## src/rtl/cs_pkg.sv

```systemverilog
package cs_pkg;

    localparam int CS_W = 22;

    typedef enum logic {
        MODE_SCAN  = 1'b0,
        MODE_COUNT = 1'b1
    } cs_mode_t;

    typedef struct packed {
        logic load;   // phase-1 edge: master <= predecessor
        logic xfer;   // phase-2 edge: output <= master
    } cs_shift_t;

    function automatic logic is_count(input logic scan_n);
        return cs_mode_t'(scan_n) == MODE_COUNT;
    endfunction

endpackage

```

## src/rtl/cs_phase_ctl.sv

```systemverilog
module cs_phase_ctl
    import cs_pkg::*;
(
    input  logic      clk,
    input  logic      rst,
    input  logic      scan_n,
    input  logic      ph1,
    input  logic      ph2,
    output cs_shift_t shift
);
    logic ph1_q, ph2_q;
    logic scan_mode;

    always_ff @(posedge clk) begin
        if (rst) begin
            ph1_q <= 1'b0;
            ph2_q <= 1'b0;
        end else begin
            ph1_q <= ph1;
            ph2_q <= ph2;
        end
    end

    always_comb begin
        scan_mode  = !is_count(scan_n);
        shift.load = scan_mode && ph1 && !ph1_q && !ph2;
        shift.xfer = scan_mode && ph2 && !ph2_q && !ph1;
    end
endmodule

```

## src/rtl/cs_cell.sv

```systemverilog
module cs_cell (
    input  logic clk,
    input  logic toggle,
    input  logic load,
    input  logic xfer,
    input  logic ser_in,
    output logic q
);
    logic master, slave;

    always_ff @(posedge clk) begin
        if (toggle) begin
            master <= ~slave;
            slave  <= ~slave;
        end else begin
            if (load) master <= ser_in;
            if (xfer) slave  <= master;
        end
    end

    assign q = slave;
endmodule

```

## src/rtl/cs_chain.sv

```systemverilog
module cs_chain
    import cs_pkg::*;
#(
    parameter int W = CS_W
) (
    input  logic         clk,
    input  logic         rst,
    input  logic         inc,
    input  cs_shift_t    shift,
    input  logic         ser_in,
    output logic         ser_out,
    output logic [W-1:0] value,
    output logic         ovf
);
    localparam int MSB = W - 1;

    logic [W:0]   carry;
    logic [W-1:0] q;
    logic         full;

    assign full     = &q;
    assign carry[0] = inc && !full;

    for (genvar i = 0; i < W; i++) begin : g_cell
        logic prev;
        if (i == 0) begin : g_head
            assign prev = ser_in;
        end else begin : g_body
            assign prev = q[i-1];
        end
        assign carry[i+1] = carry[i] && q[i];
        cs_cell u_cell (
            .clk    (clk),
            .toggle (carry[i]),
            .load   (shift.load),
            .xfer   (shift.xfer),
            .ser_in (prev),
            .q      (q[i])
        );
    end

    always_ff @(posedge clk) begin
        if (rst || shift.load) ovf <= 1'b0;
        else if (inc && full)  ovf <= 1'b1;
    end

    assign value   = q;
    assign ser_out = q[MSB];
endmodule

```

## src/rtl/cs_dual_top.sv

```systemverilog
module cs_dual_top
    import cs_pkg::*;
#(
    parameter int W = CS_W
) (
    input  logic         clk,
    input  logic         rst,
    input  logic         scan_n,
    input  logic         ph1,
    input  logic         ph2,
    input  logic         dec_valid,
    input  logic         dec_bit,
    input  logic         scan_in_p,
    input  logic         scan_in_n,
    output logic         scan_out_p,
    output logic         scan_out_n,
    output logic [W-1:0] count_p,
    output logic [W-1:0] count_n,
    output logic [W:0]   diff,
    output logic         ovf_p,
    output logic         ovf_n
);
    cs_shift_t shift;
    logic      inc_p, inc_n;

    cs_phase_ctl u_phase (
        .clk    (clk),
        .rst    (rst),
        .scan_n (scan_n),
        .ph1    (ph1),
        .ph2    (ph2),
        .shift  (shift)
    );

    assign inc_p = is_count(scan_n) && dec_valid && dec_bit;
    assign inc_n = is_count(scan_n) && dec_valid && !dec_bit;

    cs_chain #(.W(W)) u_pos (
        .clk     (clk),
        .rst     (rst),
        .inc     (inc_p),
        .shift   (shift),
        .ser_in  (scan_in_p),
        .ser_out (scan_out_p),
        .value   (count_p),
        .ovf     (ovf_p)
    );

    cs_chain #(.W(W)) u_neg (
        .clk     (clk),
        .rst     (rst),
        .inc     (inc_n),
        .shift   (shift),
        .ser_in  (scan_in_n),
        .ser_out (scan_out_n),
        .value   (count_n),
        .ovf     (ovf_n)
    );

    assign diff = {1'b0, count_p} - {1'b0, count_n};
endmodule

```

## config.mk

```make
export PLATFORM = sky130hd
export DESIGN_NAME = cs_dual_top
export DESIGN_NICKNAME = d
export VERILOG_FILES = /design/src/rtl/cs_pkg.sv /design/src/rtl/cs_phase_ctl.sv /design/src/rtl/cs_cell.sv /design/src/rtl/cs_chain.sv /design/src/rtl/cs_dual_top.sv
export SDC_FILE = /design/constraint.sdc
export NUM_CORES = 1
export LEC_CHECK = 0
export BUFFER_PORTS_ARGS = -buffer_cell sky130_fd_sc_hd__buf_4
export CAP_MARGIN = 25
export CORE_MARGIN = 5
export CORE_UTILIZATION = 36
export CTS_CLUSTER_SIZE = 20
export DETAILED_ROUTE_END_ITERATION = 7
export PLACE_DENSITY = 0.65
export SYNTH_ARGS = -nofsm -noshare
export SYNTH_HDL_FRONTEND = slang
export SYNTH_HIERARCHICAL = 1
export SYNTH_SLANG_ARGS = --single-unit
```

## constraint.sdc

```tcl
create_clock -name clk -period 4.2 [get_ports clk]
set_input_delay 0.21 -clock clk [delete_from_list [all_inputs] [get_ports clk]]
set_output_delay 0.21 -clock clk [all_outputs]
set_load 0.02 [all_outputs]
```

==> results summary, run 1 <==
The signed area change from the synthesized netlist to the final layout is 13.7%. The wire length of the first global-routing pass is 24.8 mm. The aggregate global routing overflow is 0. The power per unit of standard cell area is 307 nW/um^2.

Across the VDD grid, the largest voltage drop is 0.000208 V. The number of failing setup endpoints in the final timing report came out at 0. The warning count from the yosys run is 6. The post-synthesis sequential area ratio is 41.3%.

The setup clock skew after layout is 0.00515 ns. The critical path class is flop to output pin. The largest fanout on the critical path is 7. The worst-case headroom to the max-slew limit came out at 60.4%. The count of final max-slew check failures is 0. The synthesized cell area came out at 6590 um^2.

The number of antenna violations at the first check in global routing was 0. The count of buffers inserted at the top-level ports is 79. The fmax came out at 306 MHz. Clock-pin slew was measured on the worst setup and hold paths at 0.07 ns. After layout, the worst setup slack is 0.930 ns. The number of routed nets with antenna violations came out at 0.

The total negative slack for setup checks is 0 ns. The cell leakage power came out at 0.00329 uW. The run finished with clean final reports. For the worst flop-to-flop path, the logic depth is 5. The hold-fix buffer count after cts is 0.

The number of global-route vias before repair came out at 4707. The number of top-level pins is 80. The final number of hold-violating endpoints was 0. The kind of start point of the critical path is a flop. In this run the core area contains 49 standard-cell rows. The area of all placed cells without fillers came out at 7490 um^2. The worst min-delay path category is primary input to flop. The post-cts repair resize count is 0. The max-capacitance violation count came out at 0. The first detailed-routing pass ran for 5 iterations. The area of the die came out at 21100 um^2. Once detailed placement completed, the half-perimeter wirelength came to 11.4 mm. The wire length per cell after detailed routing came out at 15.4 um. The cell depth of the worst hold path is 2. The final net count came out at 802.

The cell count after synthesis is 728. The die is 145 um wide. The clock network latency to the later pin of the worst-skew pair came out at 0.36 ns. The worst setup path is captured at an output pin.

The arrival time at the worst endpoint is 3.06 ns. The congestion estimate from routability-driven global placement came to 0.871. For the finished layout, the period the worst path requires is 3.27 ns. The synthesized flop and latch total came out at 92. The share of the cycle needed by the critical path after routing is 77.8%. The number of vias per cell after detailed routing is 5.04.

The via count is 5059. The number of nets in the synthesized netlist came out at 760. The area of the core region came out at 18000 um^2. TritonCTS built the clock tree. The share of async-settable or async-resettable flops after synthesis came out at 0%.

Counting flops with a built-in enable in the synthesized netlist gives 88. The standard cell area after detailed placement came out at 7140 um^2. Prior to clock tree synthesis, the placed netlist has a worst setup slack of 1.33 ns.

The count of cells in the finished layout, fillers not included, comes to 1004. The number of setup buffers added after CTS is 0. The die extent in y came out at 145 um. For this block, the routed nets add up to 15.4 mm of wire. The tree is rooted in a sky130_fd_sc_hd__clkbuf_16. The worst slack on hold paths came out at 0.0538 ns. The number of antenna cells inserted came out at 0. The depth of the CTS H-tree came out at 3. Counting every sink on the clock net gives 92. The number of unique standard cell types used by synthesis came out at 55. The post-detailed-route DRC marker count came out at 0. The number of cells after detailed placement is 988.

In this run the mean area of a mapped cell was 9.05 um^2. The CTS buffer count is 9. Once the floorplan was initialized, standard cells occupied 36.6% of the core.

The total of fill cells in the finished design is 1826. Setup repair after global routing left no endpoint under its margin. Across every metal layer, demand over resource in global routing totals 14.4%.

The most common flop cell mapped by yosys is sky130_fd_sc_hd__edfxtp_1. The post-route netlist has 15.1% of its cells at a drive strength greater than 1. The required time of the worst setup path is 3.99 ns. Entering global routing, the biggest net connects 47 pins. The number of DRC markers after the initial detailed-route iteration came out at 349.

At the pin with the least slew margin, the transition time is 0.589 ns. The worst-case clock buffer depth is 2.
==> flip-flops by register name, indices dropped and copies added (netlist names) <==
| name | cells |
|---|---|
| u_neg/g_cell.u_cell/master | 22 |
| u_neg/g_cell.u_cell/q | 22 |
| u_pos/g_cell.u_cell/master | 22 |
| u_pos/g_cell.u_cell/q | 22 |
| u_neg/ovf | 1 |
| u_phase/ph1_q | 1 |
| u_phase/ph2_q | 1 |
| u_pos/ovf | 1 |
==> critical path, stage by stage, from the launching register on <==
cell and delay [ns]:
sky130_fd_sc_hd__edfxtp_1 0.49, sky130_fd_sc_hd__inv_1 0.11, sky130_fd_sc_hd__ha_1 0.17, sky130_fd_sc_hd__inv_1 0.06
sky130_fd_sc_hd__fa_1 0.41, sky130_fd_sc_hd__a21oi_2 0.23, sky130_fd_sc_hd__o211ai_2 0.15, sky130_fd_sc_hd__and4b_1 0.24
sky130_fd_sc_hd__or3_1 0.37, sky130_fd_sc_hd__a21oi_2 0.17, sky130_fd_sc_hd__xnor2_1 0.13, sky130_fd_sc_hd__buf_4 0.16
==> final timing paths <==
path,startpoint,end,slack (ns)
setup / recovery,u_pos/g_cell[0].u_cell/q,diff[14],0.93
hold / removal,rst,u_phase/ph2_q,0.05
setup reg to reg,u_pos/g_cell[1].u_cell/q,u_pos/g_cell[14].u_cell/q,1.90
hold reg to reg,u_neg/g_cell[16].u_cell/master,u_neg/g_cell[16].u_cell/q,0.59
==> area by class of cell <==
cell class / instances / area [um^2] / share of cell area [%]
inverter: 123 / 462 / 6.16
clock inverter: 5 / 124 / 1.65
clock buffer: 11 / 233 / 3.11
tap: 229 / 287 / 3.82
timing repair buffer: 81 / 608 / 8.11
multi-input combinational: 463 / 3060 / 40.8
sequential: 92 / 2720 / 36.3
==> synth_stat cells (all sizes together), types with 11 or more instances <==
cell | number | area (um^2)
a21oi | 28 | 166
and3 | 12 | 75.1
buf | 49 | 355
edfxtp | 88 | 2640
ha | 22 | 275
inv | 123 | 462
nand2 | 22 | 82.6
nand2b | 45 | 282
nand3 | 12 | 60.1
nand4 | 12 | 75.1
nor2 | 23 | 86.3
nor3 | 11 | 65.1
o21ai | 99 | 495
or2 | 89 | 559
xnor2 | 12 | 105
==> metal layers <==
| layer | share of wire [%] | track usage (%) | up-vias |
|---|---|---|---|
| li1 | - | - | 2529 |
| met1 | 49 | 20.5 | 2364 |
| met2 | 41 | 20.8 | 150 |
| met3 | 8.9 | 5.55 | 16 |
| met4 | 1.0 | 3.36 | 0 |
| met5 | 0 | 0 | - |
==> cell usage in the layout (no fill, tap or decap), types with 3 or more instances in the layout <==
master                      instances
sky130_fd_sc_hd__a211oi_1           4
sky130_fd_sc_hd__a21oi_1           23
sky130_fd_sc_hd__a21oi_2            4
sky130_fd_sc_hd__a31oi_1            3
sky130_fd_sc_hd__a41oi_1            3
sky130_fd_sc_hd__and2_1             9
sky130_fd_sc_hd__and3_1            12
sky130_fd_sc_hd__and4_1             6
sky130_fd_sc_hd__buf_4             81
sky130_fd_sc_hd__bufinv_16          4
sky130_fd_sc_hd__clkbuf_16          9
sky130_fd_sc_hd__dfxtp_1            4
sky130_fd_sc_hd__edfxtp_1          88
sky130_fd_sc_hd__ha_1              22
sky130_fd_sc_hd__inv_1            123
sky130_fd_sc_hd__nand2_1           22
sky130_fd_sc_hd__nand2b_1          45
sky130_fd_sc_hd__nand3_1           12
sky130_fd_sc_hd__nand4_1           12
sky130_fd_sc_hd__nor2_1            23
sky130_fd_sc_hd__nor2b_1            4
sky130_fd_sc_hd__nor3_1             9
sky130_fd_sc_hd__nor3b_1            6
sky130_fd_sc_hd__nor4_1             3
sky130_fd_sc_hd__o21a_1             3
sky130_fd_sc_hd__o21ai_0           98
sky130_fd_sc_hd__o21bai_1           3
sky130_fd_sc_hd__or2_1             88
sky130_fd_sc_hd__xnor2_1           12
sky130_fd_sc_hd__xor2_1             3
==> power breakdown <==
group	internal, uW	leakage, uW	switching, uW
clock network	641	0.000171	358
registers	1030	0.000838	23.0
logic	104	0.00228	146
==> logic make-up after synthesis <==
logic type | after synthesis | share of synthesized area (%)
buffers and inverters | 173 | 12.5
flip-flops | 92 | 41.3
AO/OA/AOI/OAI | 158 | 14.7
XOR/XNOR | 15 | 1.99
AND/OR/NAND/NOR | 267 | 25.1
adder cells (fa/ha/maj) | 23 | 4.48
==> per-stage QoR <==
stage | utilization (%) | total power (uW)
floorplan | - | 1230
finish | 41.6 | 2300
detailed placement | 39.6 | 1320
global placement | 39.6 | 1310
CTS | 41.6 | 2320
global route | 41.6 | 2380
Note: power is estimated with default switching activity, not from simulation.
==> run 2: changes to the inputs <==
PLACE_DENSITY = 0.67   (was 0.65)
clock period = 2.9 ns   (was 4.2 ns; I/O delays follow)
==> run 2 against run 1 <==
  * The run now ends with setup timing left
  * First-iteration DRC count rose by 6.3%
  * Clock skew barely moved
  * Global-route usage rose by 0.097 points
  * Core utilization rose by 1.2 points
  * Largest cell class unchanged
  * Largest power group unchanged
  * Highest routed layer unchanged
==> results summary, run 2 (synthesized netlist as in run 1, its figures left out) <==
The run finished, with violations left. The final reports fail on setup timing. The met3 usage came out at 4.71%.

Of the total power, the share spent switching nets is 24.8%. The total negative slack for setup checks is -0.0248 ns. After the first detailed-routing iteration, the DRC count stood at 371. The wire length reported by the detailed router is 15.5 mm. The TritonCTS clock tree is built. The cell leakage power is 0.00340 uW. The worst hold path belongs to the class primary input to flop.

The critical path goes through inv_2, ha_4, inv_2, fa_2, a21oi_4, o211ai_4, and4b_1, or3_1, a21oi_2, xnor2_1, buf_4. The setup clock skew after layout came out at 0.00527 ns. The overall global routing resource usage is 14.5%. The most crowded layer after global routing is met2. The kind of start point of the critical path is a flop.

The count of final max-slew check failures was 0. The fraction of power consumed by the clock network came out at 35.1%. The required time of the worst setup path is 2.76 ns. The maximum resistive drop on vdd came out at 0.000293 V. The number of failing setup endpoints in the final timing report is 1. The root buffer cell chosen for the clock tree is sky130_fd_sc_hd__clkbuf_16. The CTS buffer count came out at 9. The worst setup path is captured at an output pin. The transition time of the tightest slew-check pin came out at 0.565 ns. The wire length per cell after detailed routing came out at 15.0 um. The clock network latency to the later pin of the worst-skew pair came out at 0.35 ns. Summed over all layers, the global routing overflow is 0.

The worst-case headroom to the max-slew limit came out at 62.0%. Grouping stages by cell kind, the critical path spends the most delay in simple AND/OR/NAND/NOR gates. The post-detailed-route DRC marker count is 0. For this design the ratio of total power to cell area is 383 nW/um^2. The number of antenna violations at the first check in global routing is 0.

The number of cells on the worst reg-to-reg path is 5. The share of the cycle needed by the critical path after routing is 101%. The logic gate share of total power came out at 13.8%.

The met1 layer usage reported by global route is 20.8%. For this configuration, the core starts out at a cell density of 36.6%. The library cells used most frequently in the layout, excluding fill and tap cells, are 121 x sky130_fd_sc_hd__inv_1, 112 x sky130_fd_sc_hd__buf_4, 98 x sky130_fd_sc_hd__o21ai_0. Leaving out fill and tap cells, the most frequent cell in the layout is sky130_fd_sc_hd__inv_1. The die extent in y is 145 um.

The placer congestion estimate is 0.846. Setup repair after global routing could not meet its margin everywhere. The fraction of final layout cells sized beyond drive strength 1 is 19.4%. The post-layout instance count excluding filler cells is 1033. The final number of hold-violating endpoints came out at 0.

During I/O placement, the number of pins put on the boundary was 80. The sink count of the clock tree is 92. The number of cell rows came out at 49. The clock slew at the register clock pins of the worst setup and hold paths is 0.06 ns. The tool flagged a number of max-cap violations equal to 0.

The H-tree generated during clock tree synthesis spans 3 levels. The internal power summed over all cells came out at 2220 uW. The count of buffers inserted at the top-level ports came out at 79.

The area of the core region is 18000 um^2. The signed area change from the synthesized netlist to the final layout is 17.0%. The sequential share of power is 51.1%.

The time the worst path needs with I/O delays and setup came out at 2.92 ns. The die covers 21100 um^2. The floorplan step set the die width to 145 um. The critical path is of the flop to output pin type. The number of global-route vias before repair was 4930.

The repair_antennas step left the layout with diodes totalling 0. The first-pass iteration count of the detailed router came out at 5. Counting the fill cells in the layout gives 1772.

The count of nets left with antenna violations once routing finished came out at 0. The critical path depth in cells is 11. The pin count of the biggest net entering global routing came out at 47.

The final critical-path setup slack is -0.0248 ns. The arrival time at the worst endpoint came out at 2.78 ns. The slowest stage of the critical path is the sky130_fd_sc_hd__edfxtp_1 cell. The number of cells after detailed placement came out at 1003. Along the worst hold path, the cell count comes to 2. In this design, the critical path's most frequently occurring cell is sky130_fd_sc_hd__inv_2.

The net switching power is 732 uW. The maximum single-stage delay on the critical path came out at 0.40 ns. The number of vias per cell after detailed routing is 5.07.

The via count came out at 5239. The met2 track utilization from global routing is 21.3%. Of all nets on the critical path, the largest fanout is 4. The worst-case clock buffer depth is 2.

The detailed placer's ending HPWL is 11.4 mm. The final net count is 835. The count of buffer and inverter cells on the critical path is 3. For this run, the top clock speed supported by timing is 342 MHz. The wire length of the first global-routing pass is 25.2 mm.
run 2: cell type report:
cell class	instances	area (um^2)	area share [%]
Clock buffer	11	233	3.02
Clock inverter	1	3.75	0.0487
Inverter	123	462	5.99
Multi-Input combinational cell	463	3140	40.8
Sequential cell	92	2720	35.3
Tap cell	229	287	3.71
Timing Repair Buffer	114	862	11.2
run 2: timing repair:
action,in CTS,in global routing
cloned,0,0
hold buffers,1,0
endpoints found under the setup margin,6,11
hold endpoints to repair,4,0
resized for setup,2,13
pin swaps,3,11
buffers inserted,1,16
run 2: power by group through the flow:
stage / combinational, uW / sequential (uW) / clock (uW)
CTS: 388 / 1510 / 1060
detailed placement: 382 / 1540 / 0
global route: 443 / 1510 / 1120
global placement: 378 / 1540 / 0
finish: 406 / 1510 / 1040
floorplan: 255 / 1530 / 0
run 2: per-layer routing:
metal	vias to the layer above	wire [um]
li1	2587	-
met1	2485	7620
met2	148	6490
met3	19	1280
met4	0	135
met5	-	0
run 2: stage by stage:
| stage | power, uW | util [%] | worst slack (ns) | hold slack [ns] | area (um^2) |
|---|---|---|---|---|---|
| floorplan | 1790 | - | 0.260 | 0.217 | 6600 |
| global placement | 1920 | 40.3 | 0.308 | 0.359 | 7270 |
| detailed placement | 1920 | 40.3 | 0.267 | 0.359 | 7270 |
| CTS | 2960 | 41.8 | -0.0188 | 0.0413 | 7530 |
| global route | 3070 | 42.8 | -0.101 | 0.0507 | 7710 |
| finish | 2950 | 42.8 | -0.0248 | 0.0503 | 7710 |
run 2: final timing paths:
check / start / to / slack [ns]
worst min register to register: u_neg/g_cell[5].u_cell/master / u_neg/g_cell[5].u_cell/q / 0.59
worst min-delay path: ph2 / u_phase/ph2_q / 0.05
worst max-delay path: u_pos/g_cell[0].u_cell/q / diff[14] / -0.02
worst max register to register: u_pos/g_cell[11].u_cell/q / u_pos/g_cell[2].u_cell/q / 0.59
